File: config.mk
export PLATFORM = sky130hd
export DESIGN_NAME = irq_fanout_ctrl
export DESIGN_NICKNAME = d
export VERILOG_FILES = /design/src/rtl/irq_fanout_pkg.sv /design/src/rtl/irq_addr_decode.sv /design/src/rtl/irq_sync2.sv /design/src/rtl/irq_mask_bank.sv /design/src/rtl/irq_fanout_ctrl.sv
export SDC_FILE = /design/constraint.sdc
export NUM_CORES = 1
export LEC_CHECK = 0
export CORE_MARGIN = 2
export CORE_UTILIZATION = 60
export CTS_BUF_LIST = sky130_fd_sc_hd__clkbuf_8
export DETAILED_ROUTE_END_ITERATION = 6
export DONT_BUFFER_PORTS = 1
export PLACE_DENSITY_LB_ADDON = 0.12
export SYNTH_ARGS = -nofsm -noshare
export SYNTH_HDL_FRONTEND = slang
export SYNTH_SLANG_ARGS = --single-unit
File: constraint.sdc
create_clock -name clk -period 3.2 [get_ports clk]
set_input_delay 0.48 -clock clk [delete_from_list [all_inputs] [get_ports clk]]
set_output_delay 0.48 -clock clk [all_outputs]
set_load 0.01 [all_outputs]
File: src/rtl/irq_fanout_pkg.sv
package irq_fanout_pkg;
    typedef enum logic [1:0] {
        GRP_LEVEL = 2'd0,
        GRP_MASK  = 2'd1,
        GRP_SET   = 2'd2,
        GRP_CLR   = 2'd3
    } grp_e;

    typedef struct packed {
        logic       hit;
        grp_e       grp;
        logic [2:0] word;
    } dec_t;
endpackage

File: src/rtl/irq_addr_decode.sv
module irq_addr_decode #(
    parameter int NWORDS = 2,
    parameter int ADDR_W = 8
) (
    input  logic [ADDR_W-1:0]    addr,
    output irq_fanout_pkg::dec_t dec
);
    import irq_fanout_pkg::*;
    localparam int NREG = 4 * NWORDS;
    logic [ADDR_W-1:0] idx;

    always_comb begin
        idx      = addr >> 2;
        dec      = '0;
        dec.hit  = (addr[1:0] == 2'b00) && (int'(idx) < NREG);
        dec.grp  = GRP_LEVEL;
        dec.word = '0;
        for (int g = 0; g < 4; g++) begin
            for (int w = 0; w < NWORDS; w++) begin
                if (int'(idx) == g * NWORDS + w) begin
                    dec.grp  = grp_e'(g);
                    dec.word = 3'(w);
                end
            end
        end
    end
endmodule

File: src/rtl/irq_sync2.sv
module irq_sync2 #(
    parameter int W = 64
) (
    input  logic         clk,
    input  logic         rst_n,
    input  logic [W-1:0] din,
    output logic [W-1:0] dout
);
    logic [W-1:0] s1_q, s2_q;
    always_ff @(posedge clk or negedge rst_n) begin
        if (!rst_n) begin
            s1_q <= '0;
            s2_q <= '0;
        end else begin
            s1_q <= din;
            s2_q <= s1_q;
        end
    end
    assign dout = s2_q;
endmodule

File: src/rtl/irq_mask_bank.sv
module irq_mask_bank #(
    parameter int NWORDS = 2
) (
    input  logic                 clk,
    input  logic                 rst_n,
    input  logic                 wr_set,
    input  logic                 wr_clr,
    input  logic [2:0]           word,
    input  logic [31:0]          wdata,
    input  logic [32*NWORDS-1:0] level,
    output logic [32*NWORDS-1:0] mask,
    output logic                 irq
);
    localparam int NB = 32 * NWORDS;

    typedef struct packed {
        logic [NB-1:0] mask;
        logic          irq;
    } st_t;

    st_t st_d, st_q;

    always_comb begin
        st_d = st_q;
        for (int w = 0; w < NWORDS; w++) begin
            if (wr_set && int'(word) == w)
                st_d.mask[w*32 +: 32] = st_q.mask[w*32 +: 32] | wdata;
            if (wr_clr && int'(word) == w)
                st_d.mask[w*32 +: 32] = st_q.mask[w*32 +: 32] & ~wdata;
        end
        st_d.irq = |(level & ~st_d.mask);
    end

    always_ff @(posedge clk or negedge rst_n) begin
        if (!rst_n) begin
            st_q.mask <= '1;
            st_q.irq  <= 1'b0;
        end else begin
            st_q <= st_d;
        end
    end

    assign mask = st_q.mask;
    assign irq  = st_q.irq;

    p_set_only_r3: assert property (@(posedge clk) disable iff (!rst_n)
        (wr_set && !wr_clr) |=> (($past(mask) & ~mask) == '0));
    p_clr_only_r4: assert property (@(posedge clk) disable iff (!rst_n)
        (wr_clr && !wr_set) |=> ((~$past(mask) & mask) == '0));
    p_idle_stable_r8: assert property (@(posedge clk) disable iff (!rst_n)
        (!wr_set && !wr_clr) |=> $stable(mask));
endmodule

File: src/rtl/irq_fanout_ctrl.sv
module irq_fanout_ctrl #(
    parameter int NWORDS = 2,
    parameter int NCPUS  = 2,
    parameter int ADDR_W = 8,
    parameter int BANK_W = 2
) (
    input  logic                 clk,
    input  logic                 rst_n,
    input  logic [32*NWORDS-1:0] irq_src,
    input  logic                 bus_req,
    input  logic                 bus_we,
    input  logic [BANK_W-1:0]    bus_bank,
    input  logic [ADDR_W-1:0]    bus_addr,
    input  logic [31:0]          bus_wdata,
    output logic [31:0]          rd_data,
    output logic                 rd_valid,
    output logic [NCPUS-1:0]     cpu_irq
);
    import irq_fanout_pkg::*;
    localparam int NB = 32 * NWORDS;

    dec_t          dec;
    logic [NB-1:0] level;
    logic [NB-1:0] masks [NCPUS];
    logic          bank_ok;

    typedef struct packed {
        logic [31:0] rdata;
        logic        rvalid;
    } rd_t;
    rd_t rd_d, rd_q;

    irq_addr_decode #(.NWORDS(NWORDS), .ADDR_W(ADDR_W)) u_dec (
        .addr(bus_addr), .dec(dec));
    irq_sync2 #(.W(NB)) u_sync (
        .clk(clk), .rst_n(rst_n), .din(irq_src), .dout(level));

    assign bank_ok = int'(bus_bank) < NCPUS;

    generate
        for (genvar c = 0; c < NCPUS; c++) begin : g_cpu
            logic sel;
            assign sel = bus_req && bus_we && dec.hit && bank_ok
                         && int'(bus_bank) == c;
            irq_mask_bank #(.NWORDS(NWORDS)) u_bank (
                .clk(clk), .rst_n(rst_n),
                .wr_set(sel && dec.grp == GRP_SET),
                .wr_clr(sel && dec.grp == GRP_CLR),
                .word(dec.word), .wdata(bus_wdata),
                .level(level), .mask(masks[c]), .irq(cpu_irq[c]));
        end
    endgenerate

    always_comb begin
        rd_d        = '0;
        rd_d.rvalid = bus_req && !bus_we;
        if (bus_req && !bus_we && dec.hit && bank_ok) begin
            for (int c = 0; c < NCPUS; c++) begin
                if (int'(bus_bank) == c) begin
                    if (dec.grp == GRP_LEVEL)
                        rd_d.rdata = level[dec.word*32 +: 32];
                    else
                        rd_d.rdata = masks[c][dec.word*32 +: 32];
                end
            end
        end
    end

    always_ff @(posedge clk or negedge rst_n) begin
        if (!rst_n) rd_q <= '0;
        else        rd_q <= rd_d;
    end

    assign rd_data  = rd_q.rdata;
    assign rd_valid = rd_q.rvalid;

    p_rvalid_pulse_r10: assert property (@(posedge clk) disable iff (!rst_n)
        (bus_req && !bus_we) |=> rd_valid);
    p_no_rvalid_r10: assert property (@(posedge clk) disable iff (!rst_n)
        !(bus_req && !bus_we) |=> !rd_valid);
    p_oob_zero_r9: assert property (@(posedge clk) disable iff (!rst_n)
        (bus_req && !bus_we && !bank_ok) |=> (rd_data == '0));
    p_reset_quiet_r1: assert property (@(posedge clk) disable iff (!rst_n)
        $rose(rst_n) |-> (cpu_irq == '0));
endmodule

# Word level (Yosys, flattened, before mapping)
# Index checks and enable logic that the tools add are counted.
[word_totals]
ff_bits = 291
in_bits = 110
out_inout_bits = 35
wordCells = 85
[classes]
n_lt_le_gt_ge = 2
eq_ne = 11
shift = 3
mux = 20
n_bitwise = 13
n_reduce_logical = 28
[ops]
columns = ["cell", "count"]
rows = [
  ["$mux W32", 13],
  ["$shiftx A64 B9 Y32", 3],
  ["$and A32 B32 Y32", 4],
  ["$and A64 B64 Y64", 2],
  ["$not A64 Y64", 2],
  ["$or A32 B32 Y32", 4],
  ["$reduce_or A64 Y1", 2],
  ["$not A32 Y32", 1],
  ["$mux W5", 6],
  ["$eq A6 B4 Y1 const B", 4],
  ["$logic_and A1 B1 Y1", 21],
  ["$eq A6 B3 Y1 const B", 2],
  ["$eq A2 B2 Y1 const B", 3],
  ["$eq A6 B2 Y1 const B", 1],
  ["$logic_not A2 Y1", 3],
  ["$lt A6 B4 Y1 const B", 1],
  ["$eq A3 B2 Y1 const B", 1],
  ["$logic_not A3 Y1", 1],
  ["$lt A2 B2 Y1 const B", 1],
  ["$logic_not A1 Y1", 1],
  ["$mux W1", 1],
]

# Longest topological paths before layout
[logic_depth]
word_depth = 16
ltp_mapped = 10
mapped_depth_nobuf = 7

# By module
# From an unflattened synthesis, not the netlist that was laid out.
[hier_totals]
cells_unflattened = 1051
hier_area_um2 = 12329.3
[by_module_without_submodules]
columns = ["module", "instances", "cells_each", "area_per_inst_um2", "seq_area_each_um2"]
rows = [
  ["irq_mask_bank", 2, 309, 3185.6, 1706.6],
  ["irq_sync2", 1, 128, 3203.1, 3203.1],
  ["irq_fanout_ctrl", 1, 297, 2691.3, 825.8],
  ["irq_addr_decode", 1, 8, 63.8, 0.0],
]

# Worst setup path before layout
# OpenSTA, ideal clock, no wires.
[synth_path]
kind = "input-to-reg"
start = "input bus_addr[2]"
end = "register g_cpu[0].u_bank.irq (netlist name)"
setup_time_ns = 0.140
arrival_ns = 2.479
t_required_ns = 3.060
path_slack_ns = 0.581
cell_stages = 9
path_buffers = 2
path_cell_list = "or4_1 > clkbuf_1 > nor4_4 > buf_4 > a22oi_1 > nor4_1 > nand4_1 > nor4_1 > nand4_1"
[synth_lines]
columns = ["item", "line", "text"]
rows = [
  ["from (decl)", "irq_fanout_ctrl.sv:13", "input logic [ADDR_W-1:0] bus_addr,"],
]

==> flow_summary.json <==
{
  "status": "finished, violations left",
  "failed_checks": "design-rule violations, negative hold slack",
  "regToRegSetupSlack_ps": 410,
  "cts_resized": 0,
  "hold_slack_ps": -397,
  "path_delay_family": "compound AO/OA/AOI/OAI gates",
  "path_common_cell": "buf_4",
  "yosysWarnings": 0,
  "ir_drop_mv": 0.526,
  "cts_buffers": 47,
  "multi_input_area_sq_mm": 0.00518,
  "cts_tree": "yes",
  "nets": 1538,
  "avgViaCountPerCell": 7.30,
  "slowest_delay_ps": 680,
  "drt-pass1-iter-count": 7,
  "avgSynthCellArea_sq_um": 9.84,
  "clk_latency_ps": 570,
  "cp-end-kind": "register",
  "wl_microns": 59700,
  "grt_setup_unrepaired": "no",
  "final_cell_mix": "267 x a21oi_1, 202 x nand2_1, 163 x dfrtp_1",
  "clkPwrFrac_pct": 43.3,
  "seqPwrFrac_pct": 50.2,
  "holdCritPathClass": "input port to async pin",
  "tns_ps": 0,
  "grtUsageTotal_pct": 50.9,
  "path_cells": "nor2b_1 -> a2111oi_0 -> buf_4 -> o2111ai_1 -> a31oi_1 -> o211ai_1 -> nor4_1 -> buf_4 -> nand4_1",
  "fill_cells": 1445,
  "synthTopCellsByArea": "dfrtp_1 31%, dfstp_2 26%, a21oi_1 10%, nand2_1 5.8%, mux2i_1 4.5%",
  "synth_top_area_cell": "dfrtp_1",
  "cts_setup_buffers": 0,
  "synth-seq-cells": 291,
  "drive_gt1_share_pct": 18.3,
  "path_buf_inv": 2,
  "place_ws_ps": 77.1,
  "cell_internal_pwr_uw": 5780,
  "p_sw_uw": 1990,
  "syn_area_sq_mm": 0.0131,
  "yosysTopAreaCellShare_pct": 31.1,
  "die_h_microns": 152,
  "grt_pass1_wl_microns": 85700,
  "worstSetupStartpointType": "register",
  "max_freq_mhz": 359,
  "start_util_pct": 60.7,
  "route.detailed.drc": 3,
  "clk_pin_slew_ps": 70,
  "ys_dominant_reg_cell": "dfrtp_1",
  "crit_arrival_ps": 3220,
  "slew_headroom_pct": 36.4,
  "num_vias": 12767,
  "syn_to_final_growth_pct": 18.3,
  "cts.sinks": 291,
  "wl_per_cell_microns": 34.1,
  "ys_seq_area_share_pct": 56.7,
  "final_common_cell": "a21oi_1",
  "syn-num-nets": 1443,
  "synth_edf_count": 0,
  "drv_slew": 0,
  "slowest_stage": "a2111oi_0",
  "core_area_sq_mm": 0.0216,
  "drt-initial-drc-count": 2165,
  "skew_ps": 21.4,
  "reg2reg_to": "g_cpu[1].u_bank.irq$_DFF_PN0_",
  "die_x_microns": 152,
  "cts_hold_buf": 99,
  "dieArea_sq_mm": 0.0231,
  "path_max_fanout": 4,
  "reg2reg_depth": 9,
  "io_pins": 145,
  "finalCritPeriodShare_pct": 87.0,
  "netlist_instances": 1333,
  "clk_path_buf_depth": 3,
  "p_sw_share_pct": 25.6,
  "required_ps": 3640,
  "combinationalPowerShare_pct": 6.5,
  "gr-total-overflow": 0,
  "ant_nets": 0,
  "crit_end": "g_cpu[1].u_bank.irq$_DFF_PN0_",
  "layout_setup_ws_ps": 414,
  "cp.depth": 9,
  "cts-root-buf": "clkbuf_8",
  "ctsHtreeMaxLevel": 2,
  "grt_pass1_vias": 12591,
  "drv_cap": 0,
  "async_flop_share_pct": 100,
  "synth_cell_types": 54,
  "worstMarginPinSlew_ps": 954,
  "grt_start_max_net_pins": 292,
  "report.final.hold_viol_count": 244,
  "crit_type": "register to register",
  "num_rows": 54,
  "period_needed_ps": 2790,
  "setup_viol": 0,
  "antenna_found_initial": 3,
  "r2r-start": "u_sync.dout[9]$_DFF_PN0_",
  "power.leakage_uw": 0.00649,
  "globalplace.congestion": 1.08,
  "dp_hpwl_microns": 37700,
  "p_per_area_mw_per_mm2": 501,
  "cp-startpoint": "u_sync.dout[9]$_DFF_PN0_",
  "port_buffers": 0,
  "seqCellArea_sq_mm": 0.00744
}
final cells by class:
cell class / instances / area share [%]
clock buffers: 57 / 5.06
repair buffers: 151 / 9.45
diodes: 1 / 0.0161
flip-flops and latches: 291 / 48.0
multi-input cells: 909 / 33.4
inverters: 28 / 0.677
well taps: 280 / 2.26
clock inverters: 31 / 1.23
power groups by stage:
stage / logic (uW) / registers [uW] / clock network (uW)
after floorplan: 280 / 3890 / 0
after global placement: 337 / 3940 / 0
after detailed placement: 340 / 3950 / 0
after CTS: 472 / 3890 / 3310
after global routing: 514 / 3900 / 3520
final: 506 / 3900 / 3370
worst min-delay path by stage:
stage,startpoint,cells after the start,end,slack [ps]
floorplan,rst_n,0,g_cpu[0].u_bank.irq$_DFF_PN0_,180
global placement,rst_n,0,u_sync.dout[36]$_DFF_PN0_,190
detailed placement,rst_n,0,u_sync.dout[63]$_DFF_PN0_,190
CTS,rst_n,0,u_sync.s1_q[63]$_DFF_PN0_,-400
global route,rst_n,0,rd_data[3]$_DFF_PN0_,-410
finish,rst_n,0,u_sync.dout[63]$_DFF_PN0_,-400
layer usage:
metal	share of wire [%]	wire length, microns	GRT usage (%)
met1	35	20900	66.0
met2	42	25300	73.6
met3	15	8790	18.5
met4	7.9	4700	30.8
met5	0.027	16	0
flip-flops by register name, indices dropped and copies added, names as in the netlist:
name	count
g_cpu.u_bank.mask	128
rd_valid	1
u_sync.s1_q	64
g_cpu.u_bank.irq	2
u_sync.dout	64
rd_data	32
Yosys cell counts, types with 14 or more instances:
| cell type | number |
|---|---|
| nor2b_1 | 18 |
| nor4_1 | 16 |
| nand2_1 | 202 |
| a21oi_1 | 267 |
| nand2b_1 | 59 |
| mux2i_1 | 59 |
| o22ai_1 | 30 |
| clkbuf_1 | 83 |
| o21ai_0 | 39 |
| nor2_1 | 43 |
| inv_1 | 28 |
| dfstp_2 | 128 |
| a22o_1 | 14 |
| dfrtp_1 | 163 |
| nand3b_1 | 15 |
| a22oi_1 | 31 |
metrics by stage:
step	total power [uW]	instances	area [sq um]	utilization, %	hold WS, ps
4_1_cts	7670	1747	15500	71.8	-398
3_3_place_gp	4280	1560	13500	62.6	190
3_5_place_dp	4290	1560	13500	62.6	192
5_1_grt	7930	1748	15500	71.8	-406
6_report	7770	1748	15500	71.8	-397
2_1_floorplan	4170	1333	13100	-	184
logic make-up after synthesis:
| family | after synthesis | share of synthesized area [%] |
|---|---|---|
| AOI/OAI and AO/OA | 425 | 18.5 |
| buffers and inverters | 133 | 4.05 |
| DFF | 291 | 56.7 |
| muxes | 59 | 4.50 |
| and+or+nand+nor | 425 | 16.3 |
(Power assumes the default switching activity.)
